### src/rtl/mux_bus_pkg.sv
package mux_bus_pkg;

  localparam logic [1:0] KIND_FETCH = 2'b00;
  localparam logic [1:0] KIND_READ  = 2'b01;
  localparam logic [1:0] KIND_WRITE = 2'b10;

  typedef enum logic [3:0] {
    PH_IDLE,
    PH_HISET,
    PH_ALE1,
    PH_ALE2,
    PH_LOHOLD,
    PH_STB1,
    PH_STB2,
    PH_RECOV,
    PH_INTACK
  } busPhase_t;

  typedef struct packed {
    logic latchReq;
    logic driveLo;
    logic driveWr;
    logic aleOn;
    logic psenOn;
    logic rdOn;
    logic wrOn;
    logic sampleRd;
    logic doneOn;
    logic internalOn;
  } busCtl_t;

endpackage

### src/rtl/mux_bus_fsm.sv
module mux_bus_fsm
  import mux_bus_pkg::*;
#(
  parameter int TOP_W = 4
) (
  input  logic             clk,
  input  logic             rstN,
  input  logic             progSel,
  input  logic             reqValid,
  input  logic [1:0]       reqKind,
  input  logic [TOP_W-1:0] reqAddrTop,
  input  logic             waitIn,
  output logic             reqReady,
  output busCtl_t          ctl
);

  busPhase_t phase, phaseNext;
  logic [1:0] kindQ;
  logic isFetchQ, isWriteQ, isDataQ, stretch, isIntReq;

  assign isFetchQ = (kindQ == KIND_FETCH);
  assign isWriteQ = (kindQ == KIND_WRITE);
  assign isDataQ  = !isFetchQ;
  assign stretch  = isDataQ && waitIn;
  assign isIntReq = (reqKind == KIND_FETCH) && progSel && (reqAddrTop == '0);

  assign reqReady = (phase == PH_IDLE);

  always_comb begin
    phaseNext = phase;
    unique case (phase)
      PH_IDLE: begin
        if (reqValid) begin
          if (isIntReq)                    phaseNext = PH_INTACK;
          else if (reqKind == KIND_FETCH)  phaseNext = PH_HISET;
          else                             phaseNext = PH_ALE1;
        end
      end
      PH_HISET:  phaseNext = PH_ALE1;
      PH_ALE1:   phaseNext = PH_ALE2;
      PH_ALE2:   phaseNext = PH_LOHOLD;
      PH_LOHOLD: phaseNext = PH_STB1;
      PH_STB1:   phaseNext = PH_STB2;
      PH_STB2:   phaseNext = stretch ? PH_STB2 : PH_RECOV;
      PH_RECOV:  phaseNext = PH_IDLE;
      PH_INTACK: phaseNext = PH_IDLE;
      default:   phaseNext = PH_IDLE;
    endcase
  end

  always_ff @(posedge clk) begin
    if (!rstN) begin
      phase <= PH_IDLE;
      kindQ <= KIND_FETCH;
    end else begin
      phase <= phaseNext;
      if (phase == PH_IDLE && reqValid) kindQ <= reqKind;
    end
  end

  always_comb begin
    logic inStb;
    inStb          = (phase == PH_STB1) || (phase == PH_STB2);
    ctl            = '0;
    ctl.latchReq   = (phase == PH_IDLE) && reqValid;
    ctl.aleOn      = (phase == PH_ALE1) || (phase == PH_ALE2);
    ctl.driveLo    = ctl.aleOn || (phase == PH_LOHOLD);
    ctl.psenOn     = inStb && isFetchQ;
    ctl.wrOn       = inStb && isWriteQ;
    ctl.rdOn       = inStb && isDataQ && !isWriteQ;
    ctl.driveWr    = isWriteQ && (inStb || (phase == PH_RECOV));
    ctl.sampleRd   = (phase == PH_STB2) && !isWriteQ && !stretch;
    ctl.doneOn     = (phase == PH_RECOV) || (phase == PH_INTACK);
    ctl.internalOn = (phase == PH_INTACK);
  end

  AST_WAIT_STRETCH: assert property (@(posedge clk) disable iff (!rstN)
    (phase == PH_STB2 && isDataQ && waitIn) |=> (ctl.rdOn || ctl.wrOn));
  AST_FETCH_NOWAIT: assert property (@(posedge clk) disable iff (!rstN)
    (phase == PH_STB2 && isFetchQ) |=> (phase == PH_RECOV));
  AST_INT_FROM_IDLE: assert property (@(posedge clk) disable iff (!rstN)
    ctl.internalOn |-> $past(reqReady));
  AST_BUSY_NOT_READY: assert property (@(posedge clk) disable iff (!rstN)
    (ctl.aleOn || ctl.psenOn || ctl.rdOn || ctl.wrOn) |-> !reqReady);

endmodule

### src/rtl/mux_bus_dpath.sv
module mux_bus_dpath
  import mux_bus_pkg::*;
#(
  parameter int ADDR_W = 20,
  parameter int DATA_W = 8,
  localparam int HI_W  = ADDR_W - DATA_W
) (
  input  logic              clk,
  input  logic              rstN,
  input  busCtl_t           ctl,
  input  logic [ADDR_W-1:0] reqAddr,
  input  logic [DATA_W-1:0] reqWdata,
  input  logic [DATA_W-1:0] adIn,
  output logic [DATA_W-1:0] adOut,
  output logic              adOe,
  output logic [HI_W-1:0]   addrHi,
  output logic              ale,
  output logic              psenN,
  output logic              rdN,
  output logic              wrN,
  output logic              rspDone,
  output logic              rspInternal,
  output logic [DATA_W-1:0] rspData
);

  logic [ADDR_W-1:0] addrQ;
  logic [DATA_W-1:0] wdataQ, rdataQ;

  always_ff @(posedge clk) begin
    if (!rstN) begin
      addrQ  <= '0;
      wdataQ <= '0;
      rdataQ <= '0;
    end else begin
      if (ctl.latchReq) begin
        addrQ  <= reqAddr;
        wdataQ <= reqWdata;
      end
      if (ctl.sampleRd) rdataQ <= adIn;
    end
  end

  assign addrHi      = addrQ[ADDR_W-1:DATA_W];
  assign adOut       = ctl.driveLo ? addrQ[DATA_W-1:0] : wdataQ;
  assign adOe        = ctl.driveLo || ctl.driveWr;
  assign ale         = ctl.aleOn;
  assign psenN       = !ctl.psenOn;
  assign rdN         = !ctl.rdOn;
  assign wrN         = !ctl.wrOn;
  assign rspDone     = ctl.doneOn;
  assign rspInternal = ctl.internalOn;
  assign rspData     = rdataQ;

  AST_ALE_TWO: assert property (@(posedge clk) disable iff (!rstN)
    $rose(ale) |=> (ale ##1 !ale));
  AST_LO_HOLD: assert property (@(posedge clk) disable iff (!rstN)
    $fell(ale) |-> (adOe && adOut == $past(adOut)));
  AST_STROBE_AFTER_ALE: assert property (@(posedge clk) disable iff (!rstN)
    $fell(ale) |=> !(psenN && rdN && wrN));
  AST_ONE_STROBE: assert property (@(posedge clk) disable iff (!rstN)
    $onehot0({!psenN, !rdN, !wrN}));
  AST_HI_STABLE: assert property (@(posedge clk) disable iff (!rstN)
    (!psenN || !rdN || !wrN) |-> $stable(addrHi));
  AST_READ_FLOAT: assert property (@(posedge clk) disable iff (!rstN)
    (!psenN || !rdN) |-> !adOe);
  AST_DONE_PULSE: assert property (@(posedge clk) disable iff (!rstN)
    rspDone |=> !rspDone);

endmodule

### src/rtl/mux_bus_ctrl.sv
module mux_bus_ctrl
  import mux_bus_pkg::*;
#(
  parameter int ADDR_W   = 20,
  parameter int DATA_W   = 8,
  parameter int INT_BITS = 16,
  localparam int HI_W    = ADDR_W - DATA_W,
  localparam int TOP_W   = ADDR_W - INT_BITS
) (
  input  logic              clk,
  input  logic              rstN,
  input  logic              progSel,
  input  logic              reqValid,
  output logic              reqReady,
  input  logic [1:0]        reqKind,
  input  logic [ADDR_W-1:0] reqAddr,
  input  logic [DATA_W-1:0] reqWdata,
  output logic              rspDone,
  output logic              rspInternal,
  output logic [DATA_W-1:0] rspData,
  input  logic [DATA_W-1:0] adIn,
  output logic [DATA_W-1:0] adOut,
  output logic              adOe,
  output logic [HI_W-1:0]   addrHi,
  output logic              ale,
  output logic              psenN,
  output logic              rdN,
  output logic              wrN,
  input  logic              waitIn
);

  busCtl_t ctl;

  mux_bus_fsm #(.TOP_W(TOP_W)) u_fsm (
    .clk        (clk),
    .rstN       (rstN),
    .progSel    (progSel),
    .reqValid   (reqValid),
    .reqKind    (reqKind),
    .reqAddrTop (reqAddr[ADDR_W-1:INT_BITS]),
    .waitIn     (waitIn),
    .reqReady   (reqReady),
    .ctl        (ctl)
  );

  mux_bus_dpath #(.ADDR_W(ADDR_W), .DATA_W(DATA_W)) u_dpath (
    .clk         (clk),
    .rstN        (rstN),
    .ctl         (ctl),
    .reqAddr     (reqAddr),
    .reqWdata    (reqWdata),
    .adIn        (adIn),
    .adOut       (adOut),
    .adOe        (adOe),
    .addrHi      (addrHi),
    .ale         (ale),
    .psenN       (psenN),
    .rdN         (rdN),
    .wrN         (wrN),
    .rspDone     (rspDone),
    .rspInternal (rspInternal),
    .rspData     (rspData)
  );

endmodule

### config.mk
export PLATFORM = sky130hd
export DESIGN_NAME = mux_bus_ctrl
export DESIGN_NICKNAME = d
export VERILOG_FILES = /design/src/rtl/mux_bus_pkg.sv /design/src/rtl/mux_bus_fsm.sv /design/src/rtl/mux_bus_dpath.sv /design/src/rtl/mux_bus_ctrl.sv
export SDC_FILE = /design/constraint.sdc
export NUM_CORES = 1
export LEC_CHECK = 0
export BUFFER_PORTS_ARGS = -buffer_cell sky130_fd_sc_hd__buf_2
export CAP_MARGIN = 20
export CORE_ASPECT_RATIO = 0.7
export CORE_MARGIN = 4
export CORE_UTILIZATION = 53
export DETAILED_ROUTE_END_ITERATION = 8
export GPL_TIMING_DRIVEN = 0
export PLACE_DENSITY_LB_ADDON = 0.15
export SYNTH_ARGS = -nofsm -noshare
export SYNTH_HDL_FRONTEND = slang
export SYNTH_SLANG_ARGS = --single-unit
### constraint.sdc
create_clock -name clk -period 3.8 [get_ports clk]
set_input_delay 0.57 -clock clk [delete_from_list [all_inputs] [get_ports clk]]
set_output_delay 0.57 -clock clk [all_outputs]
set_load 0.01 [all_outputs]
# Word-level counts from Yosys, hierarchy flattened
# Index checks and enable logic that the tools add are counted.
# totals
regBits	42
latch_bits	0
mem_bits_rw	0
mem_bits_ro	0
output_inout_bits	36
wordCells	48
mem_count	0
# op_classes
addsub	0
multipliers	0
div	0
magnitude_cmp	0
n_eq_ne	10
shift	0
n_mux	6
bitwise_logic	0
reduce_logical	27
# op_table
operator	n
$pmux W4 S7	1
$eq A4 B3 Y1 const B	4
$logic_and A1 B1 Y1	11
$eq A4 B2 Y1 const B	2
$logic_not A4 Y1	2
$mux W4	2
$mux W8	1
$logic_not A1 Y1	6
$logic_or A1 B1 Y1	6
$eq A4 B1 Y1 const B	1
$eq A4 B4 Y1 const B	1
$logic_not A2 Y1	2
$eq A2 B2 Y1 const B	1
$mux W2	1
$ne A2 B2 Y1 const B	1
$mux W1	1

# Depth between registers and ports, before layout
# Gate-level depths: netlist of run 1.
# depth
word_depth	6
depth_mapped	5

# By module
# A second synthesis of run 1 with hierarchy kept.
# hier_totals
cells_unflattened	200
hier_area_um2	2019.4
# modules_own_cells
mod	instances	cells_per_inst	area_per_inst_um2
mux_bus_dpath	1	143	1599.0
mux_bus_fsm	1	57	420.4

# Worst setup path before layout of run 1
# Ideal clock, no wire load.
# synth_path
path_kind	register -> output
startpoint	register u_fsm.phase[0]
endpoint	output adOut[0]
t_arrival_ps	1493
t_required_ps	3230
setup_slack_ps	1737
stages_incl_launch_ff	5
path_buffers	1
path_cell_list	dfxtp_1 buf_6 or3b_4 a21oi_4 mux2_2
# synth_between
elab_chain_cells	4
word_cells_on_any_way	6
# synth_rtl
item	line_no	source
start: declaration	mux_bus_fsm.sv:17	busPhase_t phase, phaseNext;
start signal: assignment	mux_bus_fsm.sv:56	phase <= phaseNext;
$eq A4 B2 Y1	mux_bus_fsm.sv:66	ctl.aleOn = (phase == PH_ALE1) || (phase == PH_ALE2);
$logic_or A1 B1 Y1	mux_bus_fsm.sv:66	
$logic_or A1 B1 Y1 (*)	mux_bus_fsm.sv:67	ctl.driveLo = ctl.aleOn || (phase == PH_LOHOLD);
$mux W8 (*)	mux_bus_dpath.sv:44	assign adOut = ctl.driveLo ? addrQ[DATA_W-1:0] : wdataQ;
end: declaration	mux_bus_ctrl.sv:22	output logic [DATA_W-1:0] adOut,
# Every way passes the cells marked *; elsewhere a longest branch is shown, timed or not.

# Final worst setup path of run 1
# layout_path
startpoint	register u_fsm.phase[2]
endpoint	output adOut[7]
# Same word-level chain as after synthesis.

==> results of run 1 <==
==> logic make-up (layout without fill, tap and decap cells) <==
kind of cell           Yosys count  in the layout  synth area share, %
AO/OA/AOI/OAI                   87             87                 29.0
XOR/XNOR                         2              2                0.801
buffers and inverters           36            121                 8.80
AND/OR/NAND/NOR                 65             65                 18.9
flip-flops                      42             42                 38.4
multiplexers                     8              8                 4.12
==> where the power goes <==
group	switching, mW	internal (mW)
Combinational	0.158	0.135
Clock	0.150	0.193
Sequential	0.0205	0.473
Total	0.329	0.802
==> final timing paths <==
kind / to / slack (ns) / depth (start not counted)
setup / recovery: adOut[7] / 1.20 / 4
hold / removal: u_fsm.phase[3] / 0.46 / 2
setup reg to reg: u_dpath.addrQ[1] / 2.08 / 4
hold reg to reg: u_dpath.rspData[1] / 0.48 / 2
==> flip-flops by register name, summed over array words and instances, names as in the netlist <==
| name | cells |
|---|---|
| u_dpath.addrQ | 20 |
| u_dpath.rspData | 8 |
| u_dpath.wdataQ | 8 |
| u_fsm.phase | 4 |
| u_fsm.kindQ | 2 |
==> final cells by class <==
class                      instances  area, sq um
inverter                           1         3.75
clock inverter                     3         40.0
tap                               52         65.1
clock buffer                       5         68.8
fill                             354         1200
sequential                        42          841
buffer                            35          189
timing repair buffer              77          385
multi-input combinational        162         1150
==> per-stage QoR <==
step / setup slack (ns) / instances
after detailed placement: 1.51 / 369
final: 1.20 / 377
after CTS: 1.19 / 377
after floorplan: 1.74 / 240
after global placement: 1.52 / 369
after global routing: 1.14 / 377
==> metal layers <==
layer | part of all wire [%] | GRT usage (%) | vias to the layer above
met5 | 0 | 0 | -
met4 | 0.77 | 5.19 | 0
met3 | 7.1 | 6.72 | 4
met2 | 44 | 33.3 | 64
met1 | 48 | 29.2 | 956
li1 | - | - | 1035
==> worst max-delay path, delay by kind of cell (launching register included) <==
kind | cells | cell delay (ns)
buffers and inverters | 1 | 0.14
flip-flops | 1 | 0.47
AO/OA/AOI/OAI | 1 | 0.32
multiplexers | 1 | 0.38
AND/OR/NAND/NOR | 1 | 0.43
==> synth_stat cells, drive strengths merged (2+ instances only) <==
library cell	instances
o21ai	2
nor3b	2
a21oi	11
buf	20
o211ai	2
nand4	8
nor4	2
a21boi	30
nor2	4
o31ai	8
and3	30
nand2b	2
clkbuf	15
dfxtp	42
nand2	7
o21a	30
mux2	8
==> flow_metrics.py, run 1 <==
metrics = {
    "synthesis": {
        "ys_seq_area_share_pct": 38.4,
        "synth.top_cell.area_share_pct": 38.4,
        "yosysUniqueCellTypes": 39,
        "yosys_most_used_dff": "dfxtp_1",
        "syn_area_per_cell_sq_um": 9.12,
        "synth-seq-cells": 42,
        "ys_warn_count": 0,
        "async_flop_share_pct": 0,
        "yosysTopAreaCell": "dfxtp_1",
        "synth_nets": 283,
        "synth_area_sq_um": 2190,
        "syn_inst": 240,
        "synth-edff-count": 0,
        "synth_area_leaders": "dfxtp_1 38%, a21boi_0 10%, o21a_1 10%",
    },
    "clock_network": {
        "clock_path_buffers": 2,
        "cts-root-buf": "clkbuf_8",
        "cts-buffers-inserted": 5,
        "clk_latency_ns": 0.29,
        "cts_resized": 0,
        "cts_tree": "done",
        "postCtsSetupRepairBufs": 0,
        "clk_pin_slew_ns": 0.08,
        "cts.htree.levels": 2,
        "cts_hold_buf": 0,
        "clock_sinks": 42,
    },
    "detailed_routing": {
        "vias_per_cell": 5.46,
        "first_pass_iters": 4,
        "drc": 0,
        "drtIter0Drc": 96,
        "drtAntennaViolNets": 0,
        "num_vias": 2059,
        "wl_per_cell_microns": 14.5,
        "wl_microns": 5470,
    },
    "timing": {
        "worst_slew_pin_slew_ns": 0.840,
        "whs_ns": 0.460,
        "clock_skew_ns": 0.00357,
        "fin_crit_ns": 2.60,
        "fmax_mhz": 385,
        "setup_viol": 0,
        "rsz0062_at_grt": "no",
        "post-route-period-util_pct": 68.3,
        "slew_violations": 0,
        "maxSlewHeadroom_pct": 43.6,
        "finalHoldViolations": 0,
        "tns_ns": 0,
    },
    "final_layout": {
        "drive_gt1_share_pct": 35.1,
        "finish.utilization_pct": 69.6,
        "stdcell_area_sq_um": 2750,
        "final_nets": 367,
        "area_growth_pct": 25.6,
        "layout_commonest_cell": "buf_2",
        "final_cell_mix": "81 x buf_2, 42 x dfxtp_1, 30 x and3_1, 30 x a21boi_0, 30 x o21a_1",
        "antenna_cells": 0,
    },
    "global_route": {
        "grt_usage_pct": 21.3,
        "gr-total-overflow": 0,
        "grt_pass1_wl_microns": 8800,
        "grt_pass1_vias": 1926,
        "antenna_found_initial": 0,
        "grt_max_degree": 14,
    },
    "setup_path": {
        "cp.required_ns": 3.23,
        "cp.arrival_ns": 2.03,
        "max_stage_delay_ns": 0.47,
        "crit_path_top_delay_cell": "dfxtp_1",
        "start_kind": "register",
        "critical_path_peak_fanout": 8,
        "critPathLaunch": "u_fsm.phase[2]",
        "end_kind": "output pin",
        "rr_startpoint": "u_fsm.phase[3]",
        "critPathKind": "reg -> out",
        "crit_chain": "or3b_4 -> a21oi_4 -> mux2_2 -> buf_2",
    },
    "pwr": {
        "ir_drop_v": 0.000240,
        "total_power_mw": 1.13,
        "power_density_nw_per_um2": 412,
        "leakagePower_nw": 1.28,
    },
    "placement": {
        "placed_area_sq_um": 2640,
        "dpl.hpwl_microns": 4010,
        "port_buffers": 77,
        "place_congestion": 0.830,
    },
    "hold_path": {
        "hold_class": "in -> reg",
        "min_from": "reqAddr[19]",
    },
    "floorplan": {
        "dieArea_sq_um": 5240,
        "die_h_microns": 61.8,
        "std_cell_rows": 19,
        "io_pins": 79,
        "core_area_sq_um": 3950,
        "start_util_pct": 55.5,
        "die_w_microns": 84.8,
    },
    "status": {
        "run_status": "complete, no violations",
    },
    "flow_run": {
        "maxCapViolCount": 0,
    },
}
No activity file was read; power rests on OpenSTA's default activity.
==> run 2, diff against run 1 <==
--- a/config.mk
+++ b/config.mk
@@ -9,7 +9,7 @@
 export CAP_MARGIN = 20
 export CORE_ASPECT_RATIO = 0.7
 export CORE_MARGIN = 4
-export CORE_UTILIZATION = 53
+export CORE_UTILIZATION = 45
 export DETAILED_ROUTE_END_ITERATION = 8
 export GPL_TIMING_DRIVEN = 0
 export PLACE_DENSITY_LB_ADDON = 0.15
==> constraint.sdc (replaced) <==
create_clock -name clk -period 2.3 [get_ports clk]
set_input_delay 0.345 -clock clk [delete_from_list [all_inputs] [get_ports clk]]
set_output_delay 0.345 -clock clk [all_outputs]
set_load 0.01 [all_outputs]
==> run 2 against run 1 <==
- final area increased by 1.6%
- global-route usage decreased by 1.4 points
- clock skew up 0.0024 ns
- non-clock buffer count rose by 2
- worst setup slack got worse by 1.2 ns
- power rose by 58%
- final cell count up 1.1%
- clock-buffer cell count up 2
- register-to-register slack worse by 1.6 ns
- sequential power rose by 66%
- largest cell class unchanged
- highest routed layer unchanged
==> flow_metrics.py, run 2 (synthesized netlist as in run 1, its figures left out) <==
metrics = {
    "global_route": {
        "grt_pass1_vias": 1948,
        "grt_usage_pct": 19.9,
        "antenna_found_initial": 0,
        "grt_max_degree": 12,
        "gr-total-overflow": 0,
        "grt_pass1_wl_microns": 9530,
    },
    "hold_path": {
        "hold_class": "in -> reg",
    },
    "timing": {
        "fmax_mhz": 439,
        "post-route-period-util_pct": 99.0,
        "rsz0062_at_grt": "yes",
        "finalHoldViolations": 0,
        "worst_slew_pin_slew_ns": 0.828,
        "tns_ns": 0,
        "maxSlewHeadroom_pct": 44.5,
        "slew_violations": 0,
        "clock_skew_ns": 0.00601,
        "setup_viol": 0,
        "fin_crit_ns": 2.28,
    },
    "detailed_routing": {
        "wl_microns": 5860,
        "num_vias": 2036,
        "first_pass_iters": 4,
        "drtIter0Drc": 117,
        "drtAntennaViolNets": 0,
        "drc": 0,
        "vias_per_cell": 5.34,
        "wl_per_cell_microns": 15.4,
    },
    "pwr": {
        "p_int_mw": 1.25,
        "leakagePower_nw": 1.28,
        "seqPwrFrac_pct": 45.6,
        "power_density_nw_per_um2": 641,
        "switching_share_pct": 30.4,
        "total_power_mw": 1.79,
        "pwr-share-comb_pct": 29.5,
        "ir_drop_v": 0.000449,
        "switching_power_mw": 0.544,
        "p_clk_share_pct": 24.9,
    },
    "clock_network": {
        "cts.htree.levels": 2,
        "clk_pin_slew_ns": 0.07,
        "cts_tree": "done",
        "clk_latency_ns": 0.29,
        "cts-buffers-inserted": 5,
        "cts-root-buf": "clkbuf_8",
        "clock_sinks": 42,
        "clock_path_buffers": 2,
        "cts_hold_buf": 0,
    },
    "final_layout": {
        "largest_register": "u_dpath.addrQ",
        "final_cell_mix": "74 x buf_2, 40 x dfxtp_1, 30 x and3_1, 30 x a21boi_0, 30 x o21a_1",
        "regArea_sq_um": 843,
        "largest_reg_flops": 20,
        "area_growth_pct": 27.6,
        "antenna_cells": 0,
        "stdcell_area_sq_um": 2790,
        "layout_commonest_cell": "buf_2",
        "drive_gt1_share_pct": 35.3,
        "multiInputGateArea_sq_um": 1150,
        "n_fill_cell": 451,
        "final_nets": 369,
    },
    "setup_path": {
        "cp.arrival_ns": 1.93,
        "start_kind": "register",
        "end_kind": "output pin",
        "critPathKind": "reg -> out",
        "cp.required_ns": 1.96,
        "critical_path_peak_fanout": 10,
    },
    "floorplan": {
        "std_cell_rows": 20,
        "core_area_sq_um": 4500,
        "start_util_pct": 48.6,
        "die_h_microns": 66.3,
        "io_pins": 79,
        "die_w_microns": 91.4,
        "dieArea_sq_um": 6060,
    },
    "placement": {
        "placed_area_sq_um": 2640,
        "port_buffers": 77,
        "place_congestion": 0.762,
        "dpl.hpwl_microns": 4240,
    },
    "status": {
        "run_status": "complete, no violations",
    },
    "flow_run": {
        "maxCapViolCount": 0,
    },
}
run 2: per-layer routing:
layer | vias to the layer above | global-route usage (%) | wire length [microns]
li1 | 1040 | - | -
met1 | 939 | 27.1 | 2950
met2 | 49 | 30.7 | 2510
met3 | 8 | 5.01 | 325
met4 | 0 | 6.77 | 73
met5 | - | 0 | 0
run 2: final timing paths:
| kind | startpoint | endpoint | slack [ns] | cells after the start |
|---|---|---|---|---|
| worst min register to register | u_dpath.rspData[5] | u_dpath.rspData[5] | 0.47 | 2 |
| worst max register to register | u_fsm.phase[0] | u_dpath.addrQ[9] | 0.48 | 5 |
| worst max-delay path | u_fsm.phase[0] | adOut[7] | 0.02 | 6 |
| worst min-delay path | reqAddr[19] | u_fsm.phase[3] | 0.24 | 2 |
run 2: power groups by stage:
| stage | logic, mW | clock network (mW) | registers, mW |
|---|---|---|---|
| floorplan | 0.329 | 0 | 0.823 |
| global placement | 0.482 | 0 | 0.830 |
| detailed placement | 0.486 | 0 | 0.833 |
| CTS | 0.503 | 0.458 | 0.817 |
| global route | 0.581 | 0.484 | 0.823 |
| finish | 0.527 | 0.446 | 0.817 |
run 2: repair_timing:
item | CTS | global route
buffers inserted | 1 | 1
setup endpoints to repair | 8 | 8
pin swaps | 1 | 2
resized for setup | 1 | 8
gates cloned | 0 | 0
endpoints found under the hold margin | 0 | 0
run 2: final cells by class:
type	count	area share, %
clock buffer	7	2.73
multi-input combinational	162	41.4
timing repair buffer	79	16.4
inverter	1	0.134
sequential	42	30.2
tap	55	2.46
buffer	35	6.77
run 2: critical path: stages, from the launching register on:
cell and delay (ns):
dfxtp_2 0.33, buf_6 0.13, or3b_4 0.38, a21oi_4 0.18
buf_12 0.14, mux2_2 0.35, buf_6 0.12
run 2: stage by stage:
stage	util [%]	hold slack [ns]	worst slack (ns)	instances
2_1_floorplan	-	0.421	0.462	240
3_3_place_gp	58.7	0.459	0.224	372
3_5_place_dp	58.7	0.461	0.234	372
4_1_cts	60.8	0.236	0.00996	380
5_1_grt	62.0	0.258	-0.0253	381
6_report	62.0	0.245	0.0226	381
